**src/rtl/booth4_mul6.sv**
```systemverilog
module booth4_mul6 #(
  parameter int W = 6
) (
  input  logic [W-1:0]   mcand,
  input  logic [W-1:0]   mplier,
  output logic [2*W-1:0] prod
);
  localparam int ROWS = W / 2;
  localparam int PW   = 2 * W;
  localparam int RW   = W + 1;

  function automatic logic [PW-1:0] comp_const();
    logic [PW-1:0] c;
    c = '0;
    for (int i = 0; i < ROWS; i++) c = c - (PW'(1) << (2 * i + W));
    return c;
  endfunction

  localparam logic [PW-1:0] COMP = comp_const();

  logic [W:0]    yext;
  logic [RW-1:0] x1, x2;
  logic [PW-1:0] term [ROWS];
  logic [ROWS-1:0] neg;

  assign yext = {mplier, 1'b0};
  assign x1   = {mcand[W-1], mcand};
  assign x2   = {mcand, 1'b0};

  for (genvar gi = 0; gi < ROWS; gi++) begin : g_row
    logic [2:0]    trip;
    logic [RW-1:0] mag, r;
    logic          n;
    assign trip = yext[2*gi+2 : 2*gi];
    always_comb begin
      case (trip)
        3'b001, 3'b010: begin mag = x1; n = 1'b0; end
        3'b011:         begin mag = x2; n = 1'b0; end
        3'b100:         begin mag = x2; n = 1'b1; end
        3'b101, 3'b110: begin mag = x1; n = 1'b1; end
        default:        begin mag = '0; n = 1'b0; end
      endcase
    end
    assign r        = n ? ~mag : mag;
    assign neg[gi]  = n;
    assign term[gi] = {{(PW-RW){1'b0}}, ~r[RW-1], r[RW-2:0]} << (2 * gi);
  end

  always_comb begin
    prod = COMP;
    for (int i = 0; i < ROWS; i++)
      prod = prod + term[i] + (PW'(neg[i]) << (2 * i));
  end
endmodule


```
**config.mk**
```make
export PLATFORM = sky130hd
export DESIGN_NAME = booth4_mul6
export DESIGN_NICKNAME = d
export VERILOG_FILES = /design/src/rtl/booth4_mul6.sv
export SDC_FILE = /design/constraint.sdc
export NUM_CORES = 1
export LEC_CHECK = 0
export BUFFER_PORTS_ARGS = -buffer_cell sky130_fd_sc_hd__buf_2
export CAP_MARGIN = 20
export CORE_AREA = 10 10 68 70
export DETAILED_ROUTE_END_ITERATION = 10
export DIE_AREA = 0 0 78 80
export PLACE_DENSITY = 0.64
export SYNTH_ARGS = -nofsm -noshare
export SYNTH_HDL_FRONTEND = slang
export SYNTH_SLANG_ARGS = --single-unit
export TNS_END_PERCENT = 50
```
**constraint.sdc**
```tcl
create_clock -name vclk -period 4.2
set_clock_uncertainty 0.1 [all_clocks]
set_input_delay 0.42 -clock vclk [all_inputs]
set_output_delay 0.42 -clock vclk [all_outputs]
set_load 0.05 [all_outputs]
```
---- Yosys cells after proc, flatten, opt, wreduce, memory -nomap -nowiden ----
Index checks and enable logic that the tools add are counted.
Widths: inputs -> output; s select.
cells by class
  $add $sub $neg .......................... 6
  equal/unequal tests ..................... 15
  mux-type cells .......................... 9
  bitwise gates (word level) .............. 6
  reductions and logical operators ........ 8
operators by type and width
  kind                   count
  $pmux 7 s2             3
  $mux 7                 3
  $not 7->7              3
  $eq 3x3->1 const B     6
  $add 12x1->12          1
  $add 12x11->12         1
  $add 12x3->12          1
  $add 12x5->12          1
  $add 12x7->12 const A  1
  $add 12x9->12          1
  $eq 3x2->1 const B     4
  $reduce_or 2->1        4
  $reduce_or 4->1        2
  $eq 3x1->1 const B     2
  $reduce_or 3->1        2
  $eq 2x2->1 const B     2
  $mux 1                 3
  $not 1->1              3
  $eq 2x1->1 const B     1
word-level totals
  register bits ........................... 0

---- Depth between registers and ports, before layout ----
  depth after elaboration ................. 12
  mapped depth ............................ 14

---- Least setup slack after synthesis ----
OpenSTA, ideal clock, no wires.
  path kind ............................... input port to output port
  start ................................... in mplier[3]
  end ..................................... out prod[11]
  data arrival time ....................... 4.320 ns
  required time ........................... 3.680 ns
  path slack .............................. -0.640 ns
  stages on the path ...................... 12
  cells stage by stage .................... buf_2 buf_2 nor2_1 a221oi_1 fa_1 fa_1 inv_1 ha_1 nand3_1 a211oi_4 nor4b_1 a311oi_1
on the way
  longest elaborated chain between the ends .. 10
RTL lines
  item                                                                 line  source
  start: declaration                                                   5     input logic [W-1:0] mplier,
  $eq 3x3->1, or another cell as far along                             36    case (trip)
  $reduce_or 4->1 (no line) / $reduce_or 2->1 (equally long branches)  -
  $pmux 7 s2                                                           36
  $not 7->7                                                            44    assign r = n ? ~mag : mag;
  $mux 7                                                               44
  $not 1->1                                                            46    assign term[gi] = {{(PW-RW){1'b0}}, ~r[RW-1], r[RW-2:0]} << (2 * gi);
  $add 12x9->12                                                        52    prod = prod + term[i] + (PW'(neg[i]) << (2 * i));
  $add 12x3->12                                                        52
  $add 12x11->12                                                       52
  $add 12x5->12 *                                                      52
  end: declaration                                                     6     output logic [2*W-1:0] prod
Every way passes the cells marked *; elsewhere a longest branch is shown, timed or not.

---- Final worst setup path ----
  start ................................... in mplier[2]
  end ..................................... out prod[9]
on the way
  longest elaborated chain between the ends .. 10
RTL lines
  item                                                                 line
  $eq 3x3->1, or another cell as far along                             36
  $reduce_or 4->1 (no line) / $reduce_or 2->1 (equally long branches)  -
  $pmux 7 s2                                                           36
  $not 7->7                                                            44
  $mux 7                                                               44
  $not 1->1                                                            46
  $add 12x9->12                                                        52
  $add 12x3->12 *                                                      52
  $add 12x11->12 *                                                     52
  $add 12x5->12 *                                                      52
Marks and branches as above.

==> flow_summary.toml <==
[hold_path]
hp-class = "in -> out"
worstHoldStart = "mplier[0]"
worstHoldPathCells = 3
hold_end = "prod[0]"

[logic_synthesis]
netlist_instances = 176
syn-mean-instance-area_sq_um = 7.22
synth_top_area_cell = "ha_1"
synth_nets = 212
syn_area_sq_um = 1270
synth_common_cells = "20 x ha_1, 17 x nor2_1, 15 x nand2_1, 15 x xor2_1, 11 x inv_1"
synth_top_area_frac = 0.197
synth.most_common_cell = "ha_1"
ys_seq_area_frac = 0
yosysWarningCount = 0
synthTopCellsByArea = "ha_1 20%, xor2_1 10%, fa_1 6.3%, nor2_1 5.0%, a221oi_1 4.8%"
synthDistinctLibCells = 40

[drt]
drc = 0
viasPerCell = 5.11
vias = 1257
drt-initial-drc-count = 47
routed_wl_mm = 2.95
antenna_left = 0
firstDrtPassIters = 4
wl_per_cell_um = 12.0

[global_routing]
grt_overflow = 0
grt_max_degree = 16
antenna_found_initial = 0
grt_pass1_vias = 1179
grt.total_usage = 0.0940
grt_pass1_wl_mm = 5.26

[critical_path]
critPathLaunchType = "primary input"
crit_required_ns = 3.68
arrival_ns = 3.53
critPathMaxFanout = 6
critical-path-slowest-cell = "fa_1"
critical_path_class = "in -> out"
critical_path.most_common_cell = "fa_1"
end_kind = "output port"
path_cells = "buf_2 -> nand2_1 -> nor2_1 -> a221oi_1 -> fa_1 -> fa_1 -> inv_1 -> ha_4 -> nand3_2 -> a211oi_4 -> nor3_1 -> or3_1 -> buf_6"
slowest_delay_ns = 0.51

[power_and_ir_drop]
comb_power_share = 1.000
leakagePower_nw = 0.753
vdd_drop_max_v = 0.000118
p_sw_uw = 535
finalPower_uw = 824
internal_power_uw = 289
p_seq_frac = 0
swShare = 0.649
p_clk_frac = 0
p_per_area_nw_per_um2 = 534

[sta]
slew_headroom = 0.665
tightest_slew_ns = 0.495
period_needed_ns = 4.05
post-route-period-util = 0.964
rsz0062_at_grt = "true"
drv_slew = 0
fmax_ghz = 0.247
hold_viol_final = 0
setup_viol_count_final = 0

[cts]
cts_hold_buf = 0

[finish]
nNetsFinal = 238
layout.cells.non_filler = 246
design.seq.count = 0
insertedDiodeCount = 0
area_growth_pct = 21.6
register_area_sq_um = 0
drive_gt1_frac = 0.235
clkbuf_count = 0

[placement]
dp_cells = 245
dpl.hpwl_mm = 2.54
port_buffers = 24
routabilityCongestion = 0.863

[die]
start_util = 0.387
die_h_um = 80
die_w_um = 78
die-area_sq_um = 6240
core-area_sq_um = 3280
floorplan.rows = 21
io_pins = 24

[outcome]
outcome = "finished clean"

[flow_run]
cap_violations = 0
-- stage by stage --
step	setup slack [ns]	utilization	TNS, ns	instance area, sq um	hold slack [ns]
after floorplan	-0.107	-	-0.147	1290	1.05
after global placement	0.0263	0.457	0	1500	1.28
after detailed placement	-0.0173	0.457	-0.0233	1500	1.29
after CTS	-0.00228	0.458	-0.00228	1500	1.29
after global routing	-0.0410	0.470	-0.0628	1540	1.30
final	0.150	0.470	0	1540	1.28
-- metal layers --
layer | share of wire | wire, um | global-route usage | vias to the layer above
li1 | - | - | - | 676
met4 | 0 | 0 | 0 | 0
met1 | 0.50 | 1470 | 0.127 | 559
met3 | 0.037 | 108 | 0.00901 | 0
met2 | 0.47 | 1380 | 0.166 | 22
met5 | 0 | 0 | 0 | -
-- worst max path at each step --
stage               startpoint        to  slack, ns
global placement     mplier[3]  prod[11]       0.03
floorplan            mplier[3]  prod[11]      -0.11
finish               mplier[2]   prod[9]       0.15
detailed placement   mplier[3]  prod[11]      -0.02
global route         mplier[3]   prod[9]      -0.04
CTS                  mplier[3]   prod[9]     -0.002
-- final cells by class --
class              count  area [sq um]
repair buffers        37           229
fillers              353          1740
inverters             11          41.3
well taps             46          57.6
multi-input cells    152          1220
-- cells by family after synthesis --
kind of cell | after synthesis | synth area share
mux | 5 | 0.0394
xor+xnor | 17 | 0.117
simple gates | 67 | 0.284
fa+ha+maj | 24 | 0.260
compound gates | 39 | 0.218
buf+inv | 24 | 0.0818
-- critical path, delay by kind of cell --
family,cells,cell delay (ns)
fa+ha+maj,3,1.28
simple gates,5,0.74
compound gates,2,0.73
buf+inv,3,0.36
-- power by group through the flow --
stage          Combinational (mW)  Clock, mW  Sequential, mW
6_report                    0.824          0               0
5_1_grt                     0.909          0               0
4_1_cts                     0.803          0               0
3_5_place_dp                0.796          0               0
3_3_place_gp                0.792          0               0
2_1_floorplan               0.634          0               0
-- cell usage in the layout, fill, tap and decap left out, drive strengths merged, types with 2 or more instances in the layout --
cell	instances
buf	36
fa	4
inv	11
ha	20
a31oi	3
a21o	2
nor2	17
a21oi	9
nor2b	6
o21ai	8
o211ai	2
a22oi	2
nand2b	6
nor3	3
a221oi	7
and3	3
mux2i	5
nand3	5
xnor2	2
xor2	15
nor3b	3
and4b	2
nand2	15
-- repair_timing --
| action | CTS | global route |
|---|---|---|
| pin swaps | 0 | 3 |
| resized for setup | 1 | 9 |
| cloned | 0 | 0 |
| setup buffers | 0 | 1 |
| endpoints found under the setup margin | 2 | 5 |
Note: power is estimated with default switching activity, not from simulation.
